[config.mk]
export PLATFORM = sky130hd
export DESIGN_NAME = par4_gen
export DESIGN_NICKNAME = d
export VERILOG_FILES = /design/src/rtl/par4_pkg.sv /design/src/rtl/par4_step.sv /design/src/rtl/par4_decode.sv /design/src/rtl/par4_gen.sv
export SDC_FILE = /design/constraint.sdc
export NUM_CORES = 1
export LEC_CHECK = 0
export ABC_AREA = 1
export BUFFER_PORTS_ARGS = -buffer_cell sky130_fd_sc_hd__buf_2
export CORE_AREA = 2 2 39 41
export CTS_CLUSTER_DIAMETER = 30
export CTS_CLUSTER_SIZE = 30
export DETAILED_ROUTE_END_ITERATION = 6
export DIE_AREA = 0 0 41 43
export MAX_ROUTING_LAYER = met4
export SLEW_MARGIN = 20
export SYNTH_ARGS = -nofsm -noshare
export SYNTH_HDL_FRONTEND = slang
export SYNTH_SLANG_ARGS = --single-unit
[constraint.sdc]
create_clock -name clk -period 2.8 [get_ports clk]
set_input_delay 0.28 -clock clk [delete_from_list [all_inputs] [get_ports clk]]
set_output_delay 0.28 -clock clk [all_outputs]
set_load 0.01 [all_outputs]
[src/rtl/par4_pkg.sv]
package par4_pkg;

    // Width of a state code able to hold 2*grp+1 distinct values.
    function automatic int unsigned st_width(input int unsigned grp);
        return $clog2(2 * grp + 1);
    endfunction

endpackage

[src/rtl/par4_step.sv]
module par4_step #(
    parameter int unsigned GRP = 4,
    parameter int unsigned STW = par4_pkg::st_width(GRP)
) (
    input  logic [STW-1:0] st,
    input  logic           take,
    input  logic           din,
    output logic [STW-1:0] nxt
);
    localparam logic [STW-1:0] LAST_CODE = STW'(2 * GRP);
    localparam logic [STW-1:0] TOP_LVL   = STW'(GRP);

    logic [STW-1:0] lvl;
    logic [STW-1:0] nlvl;
    logic           odd;
    logic           nodd;

    always_comb begin
        lvl  = STW'((st + STW'(1)) >> 1);
        odd  = (st != '0) && !st[0];
        nlvl = lvl + STW'(1);
        nodd = odd ^ din;
        if (st > LAST_CODE) begin
            nxt = '0;                       // unused code: back to start
        end else if (lvl == TOP_LVL) begin
            nxt = '0;                       // parity cycle: restart
        end else if (take) begin
            nxt = STW'((nlvl << 1) - STW'(1) + STW'(nodd));
        end else begin
            nxt = st;
        end
    end
endmodule

[src/rtl/par4_decode.sv]
module par4_decode #(
    parameter int unsigned GRP = 4,
    parameter int unsigned STW = par4_pkg::st_width(GRP)
) (
    input  logic [STW-1:0] st,
    output logic           vld,
    output logic           par
);
    localparam logic [STW-1:0] EVEN_END = STW'(2 * GRP - 1);
    localparam logic [STW-1:0] ODD_END  = STW'(2 * GRP);

    always_comb begin
        vld = (st == EVEN_END) || (st == ODD_END);
        par = (st == ODD_END);
    end
endmodule

[src/rtl/par4_gen.sv]
module par4_gen #(
    parameter int unsigned GRP = 4
) (
    input  logic clk,
    input  logic rst,
    input  logic ser_bit,
    input  logic ser_vld,
    output logic par_bit,
    output logic par_vld
);
    localparam int unsigned STW = par4_pkg::st_width(GRP);

    typedef struct packed {
        logic [STW-1:0] st;
        logic           vld;
        logic           par;
    } regs_t;

    regs_t          r_d;
    regs_t          r_q;
    logic [STW-1:0] st_nxt;
    logic           dec_vld;
    logic           dec_par;

    par4_step #(.GRP(GRP), .STW(STW)) u_step (
        .st   (r_q.st),
        .take (ser_vld),
        .din  (ser_bit),
        .nxt  (st_nxt)
    );

    par4_decode #(.GRP(GRP), .STW(STW)) u_dec (
        .st  (st_nxt),
        .vld (dec_vld),
        .par (dec_par)
    );

    always_comb begin
        r_d     = r_q;
        r_d.st  = st_nxt;
        r_d.vld = dec_vld;
        r_d.par = dec_par;
        if (rst) begin
            r_d = '0;
        end
    end

    always_ff @(posedge clk) begin
        r_q <= r_d;
    end

    assign par_bit = r_q.par;
    assign par_vld = r_q.vld;
endmodule

# Word level (Yosys, flattened, before mapping)
# Index checks and enable logic that the tools add are counted.
[totals]
ff_bits = 6
in_bits = 4
output_inout_bits = 2
wordCells = 19
[classes]
add_sub_neg = 4
magnitude_cmp = 1
n_eq_ne = 3
mux = 3
bitwise = 1
n_reduce_logical = 4
[op_table]
columns = ["operator", "count"]
rows = [
  ["4-bit 2-to-1 mux", 3],
  ["4-bit by 1-bit adder with 4-bit output", 1],
  ["4-bit by 1-bit adder with 4-bit output (second input constant)", 1],
  ["4-bit by 3-bit equality test with 1-bit output (second input constant)", 1],
  ["4-bit equality test (second input constant)", 1],
  ["4-bit greater-than comparator (second input constant)", 1],
  ["4-bit nonzero test", 1],
  ["4-bit by 1-bit subtractor with 4-bit output (second input constant)", 1],
  ["3-bit by 1-bit adder with 3-bit output (second input constant)", 1],
  ["3-bit equality test (second input constant)", 1],
  ["1-bit logical AND", 1],
  ["1-bit zero test", 1],
  ["1-bit logical OR", 1],
  ["1-bit bitwise XOR", 1],
]

# Logic depth before layout (Yosys ltp)
[depth]
depth_word = 9
depth_mapped = 16
depth_no_buf = 16

# Cells and area by module
# From an unflattened synthesis, not the netlist that was laid out.
[unflattened]
hier_cells = 78
hier_area_um2 = 500.5
[modules_own_cells]
columns = ["module", "n_inst", "cells_per_inst", "area_per_inst_um2", "seq_area_each_um2"]
rows = [
  ["par4_step", 1, 49, 294.0, 0.0],
  ["par4_gen", 1, 18, 165.2, 120.1],
  ["par4_decode", 1, 11, 41.3, 0.0],
]

# Least setup slack after synthesis
# Ideal clock, no wire load.
[synth_timing]
path_kind = "reg2reg"
from = "register r_q[2] (netlist name)"
to = "register r_q (netlist bit par_vld)"
setup_ns = 0.116
arrival_ns = 1.744
required_time_ns = 2.684
path_slack_ns = 0.940
path_stages_with_launch = 14
path_buffers = 0
period_less_slack_ns = 1.860
cell_sequence = "dfxtp_1 -> inv_1 -> ha_1 -> nand2_2 -> nand3_1 -> nand2_2 -> inv_1 -> ha_1 -> o21ai_0 -> nand3_1 -> nand2_1 -> nor2_1 -> nand4_1 -> nand2_1"
[synth_via]
elab_chain_len = 9
word_cells_on_any_way = 16
classes_between = "add/sub (4); order compare (1); eq/ne (3); mux (3); bitwise (1); reduce/logical (4)"
[synth_rtl]
columns = ["item", "line_no", "text"]
rows = [
  ["start, declared", "par4_gen.sv:20", "regs_t r_q;"],
  ["start signal, assigned", "par4_gen.sv:49", "r_q <= r_d;"],
  ["4-bit by 1-bit adder with 4-bit output, or another cell as far along", "par4_step.sv:19", "lvl = STW'((st + STW'(1)) >> 1);"],
  ["3-bit by 1-bit adder with 3-bit output or 1-bit logical AND (tied branches)", "par4_step.sv:21, par4_step.sv:20", ""],
  ["4-bit by 1-bit subtractor with 4-bit output or 1-bit bitwise XOR (tied branches)", "par4_step.sv:28, par4_step.sv:22", ""],
  ["4-bit by 1-bit adder with 4-bit output", "par4_step.sv:28", "nxt = STW'((nlvl << 1) - STW'(1) + STW'(nodd));"],
  ["4-bit 2-to-1 mux", "par4_step.sv:27", "end else if (take) begin"],
  ["4-bit 2-to-1 mux", "par4_step.sv:25", "end else if (lvl == TOP_LVL) begin"],
  ["4-bit 2-to-1 mux *", "par4_step.sv:23", "if (st > LAST_CODE) begin"],
  ["4-bit by 3-bit equality test with 1-bit output or 4-bit equality test (tied branches)", "par4_decode.sv:13", "vld = (st == EVEN_END) || (st == ODD_END);"],
  ["1-bit logical OR *", "par4_decode.sv:13", ""],
]
# Every way passes the cells marked *; elsewhere a longest branch is shown, timed or not.
# A chain may end at the register's enable or synchronous reset.

# Worst setup path in the final report
# Ends and elaborated chain as after synthesis.

==> results.yml <==
sta:
  slew_violations: 0
  hold_viol_final: 0
  max_slew_margin_pct: 84.4
  hold_ws_ns: 0.261
  tightest_slew_ns: 0.232
  fin_crit_sh_pct: 74.5
  setup-violations-final: 0
  finalClockSkew_ns: 0.00749
  rsz0062_at_grt: "no"
  fmax_mhz: 479
  finalSetupTns_ns: 0
  finalCriticalPeriod_ns: 2.09
floorplanning:
  core_sq_um: 1380
  rows: 14
  floorplan.initialDensity_pct: 35.8
  die_x_microns: 41
  ioPinCount: 6
  die_y_microns: 43
  die-area_sq_um: 1760
synth:
  seq_area_frac_synth_pct: 24.2
  synth_cells: 75
  syn_nets: 85
  synth_warnings: 0
  syn_avg_cell_area_sq_um: 6.61
  ys_ff_latch: 6
  synth_area_sq_um: 495
  synthDistinctLibCells: 16
routing:
  drc: 0
  wl_microns: 957
  avgViaCountPerCell: 4.66
  drt-pass1-iter-count: 2
  vias: 461
  drtIter0Drc: 2
  postRouteAntennaNets: 0
  wl_per_cell_microns: 9.67
power_and_ir_drop:
  p_leak_nw: 0.331
  p_sw_share_pct: 46.1
  clockPowerShare_pct: 16.7
  power.density_nw_per_um2: 851
  pwr-share-comb_pct: 55.8
  peakVddDrop_uv: 268
  p_sw_uw: 221
  p_int_uw: 259
  sequentialPowerShare_pct: 27.5
clocking:
  cts_buffers: 3
  clkTransAtPathRegs_ns: 0.05
  cts_setup_buffers: 0
  ctsResizeCount: 0
  clock_latency_ns: 0.25
  cts-root-buf: "clkbuf_4"
  cts_hold_buf: 0
  h-tree-depth: 1
  clock_path_buffers: 2
  cts.sink_count: 6
  cts_tree: "done"
global_routing:
  grt_pass1_wl_microns: 1570
  grt_antenna_before_repair: 0
  grtUsageMet1_pct: 11.6
  grt_most_used_layer: "met2"
  grt_max_degree: 7
  met3_usage_pct: 4.71
  use_met2_pct: 25.0
  grt_pass1_vias: 448
  globalRouteOverflowTotal: 0
  track_usage_pct: 13.2
placement:
  dpl.hpwl_microns: 805
  io_buffers: 5
  dp_cells: 96
  place_area_sq_um: 541
  routabilityCongestion: 0.777
finish:
  synthToLayoutAreaGrowth_pct: 13.6
  nFillCells: 162
  drive_gt1_share_pct: 20.5
  postLayoutCellArea_sq_um: 563
  final_util_pct: 40.7
  nets: 95
  diodes: 0
  final_cells: 99
hold_path:
  holdCritPathClass: "in2reg"
worst_setup_path:
  start_kind: "flip-flop"
  critPathKind: "reg2reg"
  cp.required_ns: 2.94
  r2r_slack_ns: 0.71
  arrival_ns: 2.23
  end_kind: "flip-flop"
  cp_max_fo: 5
status:
  outcome: "finished, final reports clean"
job:
  cap_violations: 0
-- worst max-delay path, stage by stage, from the launching register on --
cell,delay [ns]
dfxtp_1,0.40
inv_1,0.12
ha_1,0.24
nand2_2,0.09
nand3_1,0.08
nand2_2,0.11
inv_1,0.05
ha_1,0.25
o21ai_0,0.23
nand3_1,0.13
nand2_1,0.07
nor2_1,0.05
nand4_1,0.08
nand2_1,0.06
-- metal layers --
layer / wire length (microns) / vias to the layer above / part of all wire, %
met5: 0 / - / 0
met4: 0 / 0 / 0
met3: 46 / 0 / 4.8
met2: 487 / 7 / 51
met1: 423 / 202 / 44
li1: - / 252 / -
-- metrics by stage --
step / worst slack (ns) / power, mW
2_1_floorplan: 0.940 / 0.345
3_3_place_gp: 0.734 / 0.398
3_5_place_dp: 0.702 / 0.403
4_1_cts: 0.693 / 0.486
5_1_grt: 0.508 / 0.535
6_report: 0.714 / 0.479
-- worst paths after layout --
check	startpoint	endpoint	cells past startpoint
max reg2reg	r_q[2]	par_vld	13
min	rst	r_q[2]	2
min reg2reg	r_q[5]	r_q[5]	4
max	r_q[2]	par_vld	13
-- power by group through the flow --
stage | combinational [mW] | clock [mW] | sequential (mW)
floorplan | 0.217 | 0 | 0.128
global placement | 0.267 | 0 | 0.131
detailed placement | 0.270 | 0 | 0.133
CTS | 0.272 | 0.0826 | 0.131
global route | 0.314 | 0.0865 | 0.135
finish | 0.267 | 0.0800 | 0.132
-- final cells by class --
cell class / instances / area (sq um) / share of cell area (%)
tap: 16 / 20.0 / 3.56
multi-input combinational: 53 / 315 / 56.0
clock buffer: 3 / 22.5 / 4.00
inverter: 16 / 60.1 / 10.7
timing repair buffer: 5 / 25.0 / 4.44
sequential: 6 / 120 / 21.3
-- sequential cells by signal, summed over array words and instances (netlist names) --
name	flops
r_q	4
par_bit	1
par_vld	1
-- placed cells by master (no fill, tap or decap), types with 2 or more instances in the layout --
cell	Yosys	routed
nand4_1	3	3
buf_2	0	5
clkbuf_4	0	3
nand2_2	5	5
nand2_1	14	14
nand3_1	10	10
a21oi_1	2	2
nor2_1	7	7
dfxtp_1	6	6
ha_1	6	6
inv_1	15	15
-- cell families after synthesis --
kind of cell	Yosys count	synth area share (%)
and+or+nand+nor	41	40.4
buffers and inverters	16	12.1
adders and majority gates	6	15.2
DFF	6	24.2
AOI/OAI and AO/OA	5	6.31
xor gates and xnor gates	1	1.77
-- cells in the mapped netlist --
library cell	number	area [sq um]
o21ai_0	1	5.00
nand2_2	5	31.3
nand3_1	10	50.1
a21oi_2	1	8.76
xnor2_1	1	8.76
nand3_2	1	10.0
inv_2	1	3.75
dfxtp_1	6	120
nand2_1	14	52.6
a21oi_1	2	10.0
inv_1	15	56.3
nor2_1	7	26.3
o21bai_1	1	7.51
nor2_4	1	11.3
nand4_1	3	18.8
ha_1	6	75.1
Note: power is estimated with default switching activity, not from simulation.
